==> src/rtl/mlw_pkg.sv <==
`timescale 1ns/1ps
// Package: shared layout of the modem line watcher.
// Assumes line index order ring, clear-to-send, carrier detect, data-set-ready.
package mlw_pkg;
    localparam int NUM_LINES    = 4;
    localparam int NUM_WATCHED  = 2;
    localparam int IDX_RING     = 0;
    localparam int IDX_CTS      = 1;
    localparam int IDX_DCD      = 2;
    localparam int IDX_DSR      = 3;
    localparam int FIRST_WATCHED = IDX_CTS;

    // Configuration word, most significant field first.
    typedef struct packed {
        logic                   rts_ctl;
        logic                   dtr_ctl;
        logic                   sum_en;
        logic [NUM_WATCHED-1:0] both_edge;
        logic [NUM_WATCHED-1:0] line_en;
    } cfg_t;

    localparam int CFG_W  = $bits(cfg_t);
    localparam int STAT_W = CFG_W + NUM_WATCHED + NUM_LINES;
endpackage

==> src/rtl/mlw_sync_chain.sv <==
`timescale 1ns/1ps
// Module: multi-bit flop chain that moves asynchronous levels into clk.
// Assumes each bit is independent; no bus coherence is promised.
module mlw_sync_chain #(
    parameter int WIDTH  = 4,
    parameter int STAGES = 2
) (
    input  logic             clk,
    input  logic             rst_n,
    input  logic [WIDTH-1:0] async_in,
    output logic [WIDTH-1:0] sync_out
);
    logic [WIDTH-1:0] stage_q [STAGES];

    genvar g;
    generate
        for (g = 0; g < STAGES; g++) begin : g_stage
            if (g == 0) begin : g_first
                // First capture flop of the chain.
                always_ff @(posedge clk) begin
                    if (!rst_n) stage_q[g] <= '0;
                    else        stage_q[g] <= async_in;
                end
            end else begin : g_next
                // Further settling flop.
                always_ff @(posedge clk) begin
                    if (!rst_n) stage_q[g] <= '0;
                    else        stage_q[g] <= stage_q[g-1];
                end
            end
        end
    endgenerate

    assign sync_out = stage_q[STAGES-1];
endmodule

==> src/rtl/mlw_edge_latch.sv <==
`timescale 1ns/1ps
// Module: catches edges on one synchronized line and holds a pending bit.
// Assumes level_in is already in the clk domain. A clear and a new edge in
// the same cycle leave the bit set.
module mlw_edge_latch (
    input  logic clk,
    input  logic rst_n,
    input  logic level_in,
    input  logic both_edge,
    input  logic clear,
    output logic pending
);
    logic level_prev_q;
    logic hit;

    // Remember last cycle's level for edge comparison.
    always_ff @(posedge clk) begin
        if (!rst_n) level_prev_q <= 1'b0;
        else        level_prev_q <= level_in;
    end

    // Rising edge always counts; falling edge only in both-edge mode.
    always_comb begin
        hit = level_in & ~level_prev_q;
        if (both_edge) hit = level_in ^ level_prev_q;
    end

    // Pending bit: a new hit wins over a clear.
    always_ff @(posedge clk) begin
        if (!rst_n) pending <= 1'b0;
        else        pending <= (pending & ~clear) | hit;
    end
endmodule

==> src/rtl/modem_line_watch.sv <==
`timescale 1ns/1ps
// Module: modem line watcher top. Synchronizes four inbound lines, catches
// edges on clear-to-send and carrier detect, raises one summary request and
// drives the two outbound control pins inverted.
// Assumes stat_rd is a single-cycle strobe per software read.
module modem_line_watch #(
    parameter int SYNC_STAGES = 2
) (
    input  logic                      clk,
    input  logic                      rst_n,
    input  logic                      ring_i,
    input  logic                      cts_i,
    input  logic                      dcd_i,
    input  logic                      dsr_i,
    input  logic                      cfg_wr,
    input  logic [mlw_pkg::CFG_W-1:0] cfg_wdata,
    input  logic                      stat_rd,
    output logic [mlw_pkg::STAT_W-1:0] stat_rdata,
    output logic                      modem_irq,
    output logic                      dtr_n,
    output logic                      rts_n
);
    import mlw_pkg::*;

    logic [NUM_LINES-1:0]   raw_lines;
    logic [NUM_LINES-1:0]   sync_lines;
    logic [NUM_WATCHED-1:0] pend;
    cfg_t                   cfg_q;

    assign raw_lines[IDX_RING] = ring_i;
    assign raw_lines[IDX_CTS]  = cts_i;
    assign raw_lines[IDX_DCD]  = dcd_i;
    assign raw_lines[IDX_DSR]  = dsr_i;

    mlw_sync_chain #(
        .WIDTH  (NUM_LINES),
        .STAGES (SYNC_STAGES)
    ) u_sync (
        .clk      (clk),
        .rst_n    (rst_n),
        .async_in (raw_lines),
        .sync_out (sync_lines)
    );

    // Configuration word, loaded whole on a write strobe.
    always_ff @(posedge clk) begin
        if (!rst_n)      cfg_q <= '0;
        else if (cfg_wr) cfg_q <= cfg_t'(cfg_wdata);
    end

    genvar w;
    generate
        for (w = 0; w < NUM_WATCHED; w++) begin : g_watch
            mlw_edge_latch u_edge (
                .clk       (clk),
                .rst_n     (rst_n),
                .level_in  (sync_lines[FIRST_WATCHED + w]),
                .both_edge (cfg_q.both_edge[w]),
                .clear     (stat_rd),
                .pending   (pend[w])
            );
        end
    endgenerate

    // Status word and outbound signals.
    assign stat_rdata = {cfg_q, pend, sync_lines};
    assign modem_irq  = cfg_q.sum_en & (|(pend & cfg_q.line_en));
    assign dtr_n      = ~cfg_q.dtr_ctl;
    assign rts_n      = ~cfg_q.rts_ctl;
endmodule

==> config.mk <==
export PLATFORM = sky130hd
export DESIGN_NAME = modem_line_watch
export DESIGN_NICKNAME = d
export VERILOG_FILES = /design/src/rtl/mlw_pkg.sv /design/src/rtl/mlw_sync_chain.sv /design/src/rtl/mlw_edge_latch.sv /design/src/rtl/modem_line_watch.sv
export SDC_FILE = /design/constraint.sdc
export NUM_CORES = 1
export LEC_CHECK = 0
export BUFFER_PORTS_ARGS = -buffer_cell sky130_fd_sc_hd__buf_2
export CAP_MARGIN = 0
export CELL_PAD_IN_SITES_DETAIL_PLACEMENT = 0
export CELL_PAD_IN_SITES_GLOBAL_PLACEMENT = 2
export CORE_AREA = 5 5 59 61
export DETAILED_ROUTE_END_ITERATION = 16
export DIE_AREA = 0 0 64 66
export GPL_ROUTABILITY_DRIVEN = 0
export GPL_TIMING_DRIVEN = 0
export PLACE_DENSITY = 0.8
export SYNTH_ARGS = -nofsm -noshare
export SYNTH_HDL_FRONTEND = slang
export SYNTH_SLANG_ARGS = --single-unit
==> constraint.sdc <==
create_clock -name clk -period 1.6 [get_ports clk]
set_clock_uncertainty 0.2 [all_clocks]
set_input_delay 0.24 -clock clk [delete_from_list [all_inputs] [get_ports clk]]
set_output_delay 0.24 -clock clk [all_outputs]
set_load 0.05 [all_outputs]
Yosys cells after proc, flatten, opt, wreduce, memory -nomap -nowiden. Memories as Yosys holds them, arrays and structs flattened. Cells that the tools add are included.

Word-level logic and storage cells: 34. Memories: 1. Register bits after elaboration: 11. Memory bits (writable): 8.

Bitwise gates (word level): 17. Reduce and logical (&&, ||, !) cells: 1. Muxes and demuxes: 6.

Memories: u_sync.stage_q (words 2, width 4, read ports 2, clocked after Yosys merged registers in 0, write ports 2, RTL line mlw_sync_chain.sv:13) `logic [WIDTH-1:0] stage_q [STAGES];`.

Operators with widths (number): two-way mux 4 bit (2); AND 1 bit (5); NOT 1 bit (5); two-way mux 1 bit (4); OR 1 bit (4); AND 2 bit (1); OR reduction 2 bit (1); XOR 1 bit (2).

Depth between registers and ports, before layout. Gate-level depths: netlist of run 1.

Depth after elaboration: 4. Depth in mapped cells: 4. Gate-level depth less buffers: 4.

Hierarchy. From an unflattened synthesis of run 1, not the netlist that was laid out.

Cells, all modules: 60. Area, all modules: 676.9 sq um.

By module, submodules not included: modem_line_watch (area an instance 286.5 sq um, cells each 26, instances 1); mlw_sync_chain (area an instance 210.2 sq um, cells each 16, instances 1); mlw_edge_latch (area an instance 90.1 sq um, cells each 9, instances 2).

Worst setup path after synthesis of run 1. OpenSTA, ideal clock, no wires.

Path kind: register to output. Start: register cfg_q, in the netlist stat_rdata[7]. End: output modem_irq. Arrival: 1.517 ns. Slack: -0.357 ns. Required time: 1.160 ns. Stages on the path, launching flop included: 3. Path through: dfxtp_1 a22oi_1 nor2b_1.

Longest elaborated chain between the ends: 3.

RTL lines: start: declaration (RTL line modem_line_watch.sv:28) `cfg_t cfg_q;`; start signal: assignment (RTL line modem_line_watch.sv:48) `else if (cfg_wr) cfg_q <= cfg_t'(cfg_wdata);`; AND 2 bit (RTL line modem_line_watch.sv:67) `assign modem_irq = cfg_q.sum_en & (|(pend & cfg_q.line_en));`; OR reduction 2 bit (RTL line modem_line_watch.sv:67); AND 1 bit (RTL line modem_line_watch.sv:67); end: declaration (RTL line modem_line_watch.sv:19) `output logic modem_irq,`.

No other way between the ends.

Final worst setup path of run 1. Same ends and word-level chain as after synthesis.

==> results of run 1 <==
critical path, cell delays in order, from the launching register on:
cell	delay [ps]
dfxtp_2	350
a22oi_2	220
nor2b_4	50
buf_4	180
stage by stage:
| stage | area [um2] | utilization, % | worst slack (ps) | instances | hold WS [ps] |
|---|---|---|---|---|---|
| after floorplan | 754 | - | 26.0 | 67 | 168 |
| after global placement | 941 | 32.1 | 309 | 129 | 228 |
| after CTS | 1040 | 35.4 | 35.3 | 139 | 0.178 |
| after global routing | 1050 | 35.8 | 2.52 | 140 | 1.65 |
| after detailed placement | 941 | 32.1 | 303 | 129 | 233 |
| final | 1050 | 35.8 | 64.1 | 140 | 5.50 |
sequential cells by signal, indices dropped and copies added, names as in the netlist:
register / cells
g_watch.u_edge.level_prev_q: 2
g_watch.u_edge.pending: 2
u_sync.stage_q: 8
stat_rdata: 7
cells by family after synthesis:
| logic type | Yosys count | share of synthesized area [%] |
|---|---|---|
| simple gates | 24 | 21.8 |
| compound gates | 3 | 3.36 |
| buf+inv | 12 | 11.1 |
| fa+ha+maj | 2 | 3.36 |
| mux | 7 | 9.40 |
| flops | 19 | 51.0 |
worst max path at each step:
stage | cells past startpoint | end | from | slack (ps)
detailed placement | 3 | modem_irq | g_watch[1].u_edge.pending | 300
finish | 3 | modem_irq | stat_rdata[7] | 60
CTS | 3 | modem_irq | g_watch[1].u_edge.pending | 40
global route | 3 | modem_irq | stat_rdata[7] | 3
floorplan | 2 | modem_irq | stat_rdata[6] | 30
global placement | 3 | modem_irq | g_watch[1].u_edge.pending | 310
metal layers:
metal / track usage [%] / vias up / routed length [um]
met5: 0 / - / 0
met2: 9.92 / 29 / 571
met3: 4.42 / 0 / 197
met1: 8.98 / 238 / 640
met4: 1.56 / 0 / 0
li1: - / 286 / -
cell type report:
type                            instances  area [um2]
Sequential cell                        19         383
Tap cell                               33        41.3
Multi-Input combinational cell         36         295
Clock buffer                            3        22.5
Clock inverter                          1        5.00
Inverter                                4        15.0
Fill cell                             298        1880
Buffer                                  8        67.6
Timing Repair Buffer                   36         218
cell usage in the layout (no fill, tap or decap):
cell and instances:
clkbuf_4 3, nor2b_1 13, mux2i_1 7, dfxtp_1 17, o31a_1 2, buf_2 28, clkinv_2 1, dlygate4sd3_1 7
inv_1 4, ha_1 2, buf_6 2, buf_4 7, a22oi_2 1, dfxtp_2 2, nor2b_4 1, and2_2 10
power by group:
part           internal, mW  switching (mW)
sequential            0.497          0.0135
clock                0.0931           0.144
combinational        0.0761           0.106
timing repair:
| action | 4_1_cts | 5_1_grt |
|---|---|---|
| pin swaps | 0 | 1 |
| endpoints found under the setup margin | 1 | 1 |
| gates cloned | 0 | 0 |
| setup buffers | 0 | 0 |
| hold buffers | 6 | 1 |
| endpoints found under the hold margin | 6 | 1 |
| gates resized for setup | 2 | 1 |
==> reports/metrics.yaml, run 1 <==
drtAntennaViolNets: 0
rows: 20
clkSinkCount: 19
fin_tns_setup_ps: 0
netlist.top_cell.by_area: "dfxtp_1"
ys.flop_type: "dfxtp_1"
yosys-top-cells-area: "dfxtp_1, nor2b_1, and2_2"
cts_root_buf: "clkbuf_4"
cts_max_level: 1
vdd_drop_max_v: 0.000549
min_to: "stat_rdata[12]"
synth_common_cells: "dfxtp_1, nor2b_1, and2_2"
drc: 0
drt-initial-drc-count: 1
pwr_density_cell_mw_per_mm2: 889
hold_violations: 0
synth.distinct_cells: 10
status: "completed"
drive_above_1_share_pct: 51.4
r2r_cells: 4
crit_fanout: 3
avgViaCountPerCell: 3.95
startpoint_type: "register"
worstPathArrival_ps: 1100
synth_seq_cells: 19
crit_type: "reg -> out"
diodes: 0
die_area_mm2: 0.00422
drv_cap: 0
worstHoldPathCells: 3
yosys_warnings: 0
worst_pin_slew_ps: 252
min_period_ps: 1540
cts_buffers: 3
grt_pass1_wl_um: 2370
synth_edf_count: 0
antenna_found_initial: 0
relSlewSlack_pct: 83.3
die_width_um: 64
p_leak_nw: 0.506
synth_top_area_share_pct: 51.0
portBuffers: 29
first_pass_iters: 2
synth_area_um2: 746
rsz0062_at_grt: "no"
start_util_pct: 25.5
cts_tree: "yes"
synthArstFlopShare_pct: 0
grt_usage_pct: 7.05
routed_wl_um: 1410
area_growth_pct: 40.4
yosysSeqAreaShare_pct: 51.0
worstReg2RegStart: "g_watch[1].u_edge.level_prev_q"
ios: 31
drv_slew: 0
fin_nets: 125
avgRoutedWirePerCell_um: 10.1
clk_pin_slew_worst_paths_ps: 100
synth_nets: 84
first_global_vias: 534
core_area_mm2: 0.00293
clock_latency_ps: 290
fmaxAchievable_ghz: 0.651
die_h_um: 66
hold_class: "in -> reg"
synth.most_common_cell: "dfxtp_1"
crit_path_end_kind: "output pin"
vias: 553
rr_endpoint: "g_watch[1].u_edge.pending"
fin_crit_sh_pct: 96.0
grt_max_degree: 12
min_from: "cfg_wdata[6]"
crit_required_ps: 1160
postSynthAreaPerCell_um2: 11.1
dp_hpwl_um: 1050
p_total_mw: 0.931
setup_violations: 0
syn_inst: 67
gr-total-overflow: 0
cts.path.max_buffers: 2
reg2reg_setup_slack_ps: 370
Note: power is estimated with default switching activity, not from simulation.
==> inputs of run 2 (changes only) <==
--- a/config.mk
+++ b/config.mk
@@ -9,12 +9,14 @@
 export CAP_MARGIN = 0
 export CELL_PAD_IN_SITES_DETAIL_PLACEMENT = 0
 export CELL_PAD_IN_SITES_GLOBAL_PLACEMENT = 2
-export CORE_AREA = 5 5 59 61
+export CORE_AREA = 5 5 58 60
 export DETAILED_ROUTE_END_ITERATION = 16
-export DIE_AREA = 0 0 64 66
+export DIE_AREA = 0 0 63 65
 export GPL_ROUTABILITY_DRIVEN = 0
 export GPL_TIMING_DRIVEN = 0
-export PLACE_DENSITY = 0.8
+export PLACE_DENSITY = 0.79
+export SLEW_MARGIN = 20
 export SYNTH_ARGS = -nofsm -noshare
 export SYNTH_HDL_FRONTEND = slang
+export SYNTH_HIERARCHICAL = 1
 export SYNTH_SLANG_ARGS = --single-unit
==> run 2 against run 1 <==
  * Synthesized area shrank 9.2%
  * Sequential share of layout area up 1.6 points
  * Cell count down 3.6%
  * Via count fell by 6.5%
  * Non-clock buffer count fell by 5
==> reports/metrics.yaml, run 2 <==
r2r_cells: 3
synth_area_um2: 677
worstHoldPathCells: 3
synth_nets: 77
drt-initial-drc-count: 0
grt_max_degree: 20
synth_compound_area_share_pct: 3.70
crit_fanout: 3
yosys-top-cells-area: "dfxtp_1, nor2b_1, mux2i_1"
ios: 31
multi_input_area_um2: 283
crit_required_ps: 1160
p_seq_share_pct: 55.3
die_area_mm2: 0.00410
swShare_pct: 28.8
start_util_pct: 23.5
routed_wl_um: 1400
combPwrFrac_pct: 18.7
cts_max_level: 1
syn_inst: 60
drive_above_1_share_pct: 37.3
drc: 0
synth_top_family_by_area: "simple AND/OR/NAND/NOR gates"
largest_register_ffs: 8
hold_class: "in -> reg"
clkPwrFrac_pct: 26.0
synth.most_common_cell: "dfxtp_1"
cts_setup_buffers: 0
synth_top_area_share_pct: 56.2
avgViaCountPerCell: 3.83
die_width_um: 63
synthMuxAreaShare_pct: 10.4
first_global_vias: 522
synthAdderAreaFrac_pct: 3.70
clkSinkCount: 19
area_growth_pct: 48.1
relSlewSlack_pct: 81.7
cts_buffers: 3
grt_pass1_wl_um: 2380
worstReg2RegStart: "u_sync/stage_q[1][1]"
portBuffers: 29
pre_cts_slack_ps: 294
worst_pin_slew_ps: 274
synth_edf_count: 0
startpoint_type: "register"
reg2reg_setup_slack_ps: 370
vias: 517
diodes: 0
avgRoutedWirePerCell_um: 10.4
fmaxAchievable_ghz: 0.657
crit_type: "reg -> out"
clock_latency_ps: 300
fin_tns_setup_ps: 0
gr-total-overflow: 0
switchingPower_mw: 0.265
synth_seq_cells: 19
drtAntennaViolNets: 0
final_common_cell: "buf_2"
worstPathArrival_ps: 1080
setup_violations: 0
rr_endpoint: "g_watch[0].u_edge/pending"
min_period_ps: 1520
mostFrequentLayoutCells: "buf_2, dfxtp_1, nor2b_1"
synth-xor-area-share_pct: 0
cts.path.max_buffers: 2
hold_violations: 0
regMostFlops: "u_sync/stage_q"
fin_nets: 120
dp_hpwl_um: 977
pwr_density_cell_mw_per_mm2: 920
die_h_um: 65
yosys_warnings: 6
regArea_um2: 383
postSynthAreaPerCell_um2: 11.3
clk_pin_slew_worst_paths_ps: 110
cts_root_buf: "clkbuf_4"
p_total_mw: 0.922
min_from: "cfg_wdata[3]"
drv_slew: 0
synth_common_cells: "dfxtp_1, nor2b_1, and2_1"
grt_usage_pct: 7.26
p_leak_nw: 0.470
ys.flop_type: "dfxtp_1"
vdd_drop_max_v: 0.000456
netlist.top_cell.by_area: "dfxtp_1"
rows: 20
core_area_mm2: 0.00288
cts_tree: "yes"
synthArstFlopShare_pct: 0
status: "completed"
fin_crit_sh_pct: 95.1
num-fill-cells: 295
rsz0062_at_grt: "no"
drv_cap: 0
min_to: "stat_rdata[9]"
crit_path_end_kind: "output pin"
synth.distinct_cells: 9
worst_slack_ps: 77.6
antenna_found_initial: 0
p_int_mw: 0.657
first_pass_iters: 1
yosysSeqAreaShare_pct: 56.2
synth_simple_gate_area_share_pct: 22.2
run 2: changes by cell type after synthesis:
cell,previous run,this run
buf_4,6,0
and2_1,0,10
buf_6,2,1
and2_2,10,0
run 2: cell type report:
cell class	count	share of cell area (%)
Buffer	1	1.12
Clock buffer	3	2.25
Clock inverter	1	0.499
Inverter	4	1.50
Multi-Input combinational cell	36	28.2
Sequential cell	19	38.2
Tap cell	33	4.12
Timing Repair Buffer	38	24.1
run 2: kinds of logic after synthesis:
| logic type | count (synthesis) |
|---|---|
| AND/OR/NAND/NOR | 24 |
| buffers and inverters | 5 |
| AO/OA/AOI/OAI | 3 |
| flip-flops | 19 |
| multiplexers | 7 |
| adder cells (fa/ha/maj) | 2 |
run 2: timing repair:
action	CTS	global route
endpoints found under the hold margin	9	0
pin swaps	0	1
endpoints found under the setup margin	1	1
hold buffers	9	0
gates resized for setup	2	1
run 2: how the worst max path moves through the flow:
stage,startpoint,to,slack [ps],cells past startpoint
4_1_cts,g_watch[0].u_edge/pending,modem_irq,20,3
3_5_place_dp,g_watch[0].u_edge/pending,modem_irq,290,3
6_report,stat_rdata[6],modem_irq,80,3
2_1_floorplan,stat_rdata[7],modem_irq,20,2
3_3_place_gp,g_watch[0].u_edge/pending,modem_irq,290,3
5_1_grt,stat_rdata[6],modem_irq,9,3
run 2: through the flow:
step,std cells,hold slack [ps],instance area [um2],util (%)
2_1_floorplan,60,160,687,-
3_3_place_gp,122,209,873,30.3
3_5_place_dp,122,214,873,30.3
4_1_cts,135,1.74,998,34.7
5_1_grt,135,26.0,1000,34.8
6_report,135,8.84,1000,34.8
run 2: layer usage:
| metal | vias to the layer above | global-route usage (%) | share of wire (%) |
|---|---|---|---|
| li1 | 276 | - | - |
| met1 | 227 | 7.70 | 41 |
| met2 | 14 | 12.3 | 50 |
| met3 | 0 | 3.29 | 8.4 |
| met4 | 0 | 3.18 | 0 |
| met5 | - | 0 | 0 |
run 2: worst max-delay path, cell delays in order (launching register included):
cell     delay (ps)
dfxtp_2         350
a22oi_2         230
nor2b_4          60
buf_6           150
run 2: power groups by stage:
stage,Sequential (mW),Combinational [mW],Clock (mW)
6_report,0.510,0.172,0.240
5_1_grt,0.514,0.185,0.273
4_1_cts,0.511,0.174,0.256
3_5_place_dp,0.520,0.157,0
3_3_place_gp,0.520,0.155,0
2_1_floorplan,0.578,0.0512,0
==> inputs of run 3 (changes only) <==
--- a/config.mk
+++ b/config.mk
@@ -7,7 +7,7 @@
 export LEC_CHECK = 0
 export BUFFER_PORTS_ARGS = -buffer_cell sky130_fd_sc_hd__buf_2
 export CAP_MARGIN = 0
-export CELL_PAD_IN_SITES_DETAIL_PLACEMENT = 0
+export CELL_PAD_IN_SITES_DETAIL_PLACEMENT = 2
 export CELL_PAD_IN_SITES_GLOBAL_PLACEMENT = 2
 export CORE_AREA = 5 5 58 60
 export DETAILED_ROUTE_END_ITERATION = 16
==> run 3 against run 2 <==
  * Utilization fell by 0.39 points
  * Power increased by 0.41%
  * First-iteration DRC count did not move
  * Routed wire length up 21%
  * Via count rose by 7.2%
  * Register-to-register slack is essentially flat
  * Non-clock buffer count shrank 1
  * Critical path type unchanged
  * Critical endpoint unchanged
  * Largest cell class unchanged
  * Largest power group unchanged
  * Highest routed layer unchanged
==> reports/metrics.yaml, run 3 (synthesized netlist as in run 2, its figures left out) <==
status: "completed"
cts_max_level: 1
combPwrFrac_pct: 18.6
final_common_cell: "buf_2"
grt_pass1_wl_um: 2860
switchingPower_mw: 0.270
p_seq_share_pct: 55.2
gr-total-overflow: 0
first_pass_iters: 1
rows: 20
worst_slack_ps: 57.3
swShare_pct: 29.2
crit_fanout: 2
area_growth_pct: 46.4
worstReg2RegStart: "g_watch[1].u_edge/level_prev_q"
cp_num_cells: 3
hold_class: "in -> reg"
startpoint_type: "register"
cts.path.max_buffers: 2
diodes: 0
worstHoldPathCells: 3
dp_hpwl_um: 1180
setup_violations: 0
worstPathArrival_ps: 1100
cts_tree: "yes"
clkSinkCount: 19
slowest_delay_ps: 350
r2r_cells: 4
routed_wl_um: 1700
cts_root_buf: "clkbuf_4"
fmaxAchievable_ghz: 0.648
core_area_mm2: 0.00288
fin_util_pct: 34.4
cts_buffers: 3
vias: 554
crit_buf_inv: 1
place_area_um2: 873
clock_latency_ps: 290
min_period_ps: 1540
crit_family: "flip-flops"
fin_tns_setup_ps: 0
die_h_um: 65
drv_cap: 0
avgRoutedWirePerCell_um: 12.7
pre_cts_slack_ps: 295
start_util_pct: 23.5
hold_violations: 0
reg2reg_setup_slack_ps: 370
die_area_mm2: 0.00410
drt-initial-drc-count: 0
clkPwrFrac_pct: 26.1
die_width_um: 63
crit_type: "reg -> out"
clk_pin_slew_worst_paths_ps: 110
fin_nets: 119
pwr_density_cell_mw_per_mm2: 934
worst_pin_slew_ps: 258
crit_required_ps: 1160
relSlewSlack_pct: 82.8
crit_path_end: "modem_irq"
p_int_mw: 0.656
drv_slew: 0
grt_usage_pct: 8.78
ios: 31
crit_path_end_kind: "output pin"
grt_max_degree: 20
portBuffers: 29
mostFrequentLayoutCells: "buf_2, dfxtp_1, nor2b_1"
antenna_found_initial: 0
startpoint: "stat_rdata[6]"
drive_above_1_share_pct: 39.6
regMostFlops: "u_sync/stage_q"
rr_endpoint: "g_watch[1].u_edge/pending"
finalInstanceArea_um2: 991
p_leak_nw: 0.467
fin_crit_sh_pct: 96.4
first_global_vias: 636
vdd_drop_max_v: 0.000492
rsz0062_at_grt: "yes"
drc: 0
crit_chain: "a22oi_2 -> nor2b_4 -> buf_6"
largest_register_ffs: 8
avgViaCountPerCell: 4.13
slowest_stage: "dfxtp_2"
drtAntennaViolNets: 0
==> run 3: changes by cell type in the layout (fill, tap and decap cells not counted), sizes merged <==
cell,delta
buf,+1
dlygate4sd3,-2
==> run 3: worst min path at each step <==
stage / slack [ps] / endpoint / from
after floorplan: 160 / g_watch[0].u_edge/pending / rst_n
after CTS: 0.5 / stat_rdata[6] / cfg_wdata[0]
after detailed placement: 220 / u_sync/stage_q[1][2] / u_sync/stage_q[0][2]
final: 9 / stat_rdata[6] / cfg_wdata[0]
after global placement: 210 / u_sync/stage_q[1][2] / u_sync/stage_q[0][2]
after global routing: 20 / stat_rdata[7] / cfg_wdata[1]
==> run 3: metrics by stage <==
| stage | total power [mW] | cells | hold slack [ps] |
|---|---|---|---|
| final | 0.926 | 134 | 8.86 |
| after global routing | 0.983 | 134 | 17.8 |
| after CTS | 0.944 | 133 | 0.515 |
| after detailed placement | 0.680 | 122 | 222 |
| after global placement | 0.675 | 122 | 209 |
| after floorplan | 0.629 | 60 | 160 |
==> run 3: layout make-up <==
cell class	count	area, um2
buffer	1	11.3
clock buffer	3	22.5
clock inverter	1	5.00
fill	326	1890
inverter	4	15.0
multi-input combinational	36	283
sequential	19	384
tap	33	41.3
timing repair buffer	37	229
==> run 3: what timing repair did <==
item,in CTS,in global routing
hold endpoints to repair,7,0
endpoints found under the setup margin,1,1
gates resized for setup,2,2
pin swaps,0,1
hold buffers,7,0
buffers inserted,0,1
==> run 3: worst min-delay path: cells and delay by family <==
family	cells	cell delay, ps
buffers and inverters	1	80
muxes	1	60
and+or+nand+nor	1	100
==> run 3: power by group through the flow <==
stage / clock, mW / combinational (mW) / sequential, mW
floorplan: 0 / 0.0512 / 0.578
global placement: 0 / 0.155 / 0.520
detailed placement: 0 / 0.159 / 0.521
CTS: 0.260 / 0.172 / 0.511
global route: 0.283 / 0.185 / 0.515
finish: 0.242 / 0.172 / 0.511
==> run 3: routing by layer <==
layer	track usage, %	wire length (um)	part of all wire, %
met5	0	0	0
met4	3.98	0	0
met3	2.60	106	6.2
met2	17.3	969	57
met1	8.11	623	37
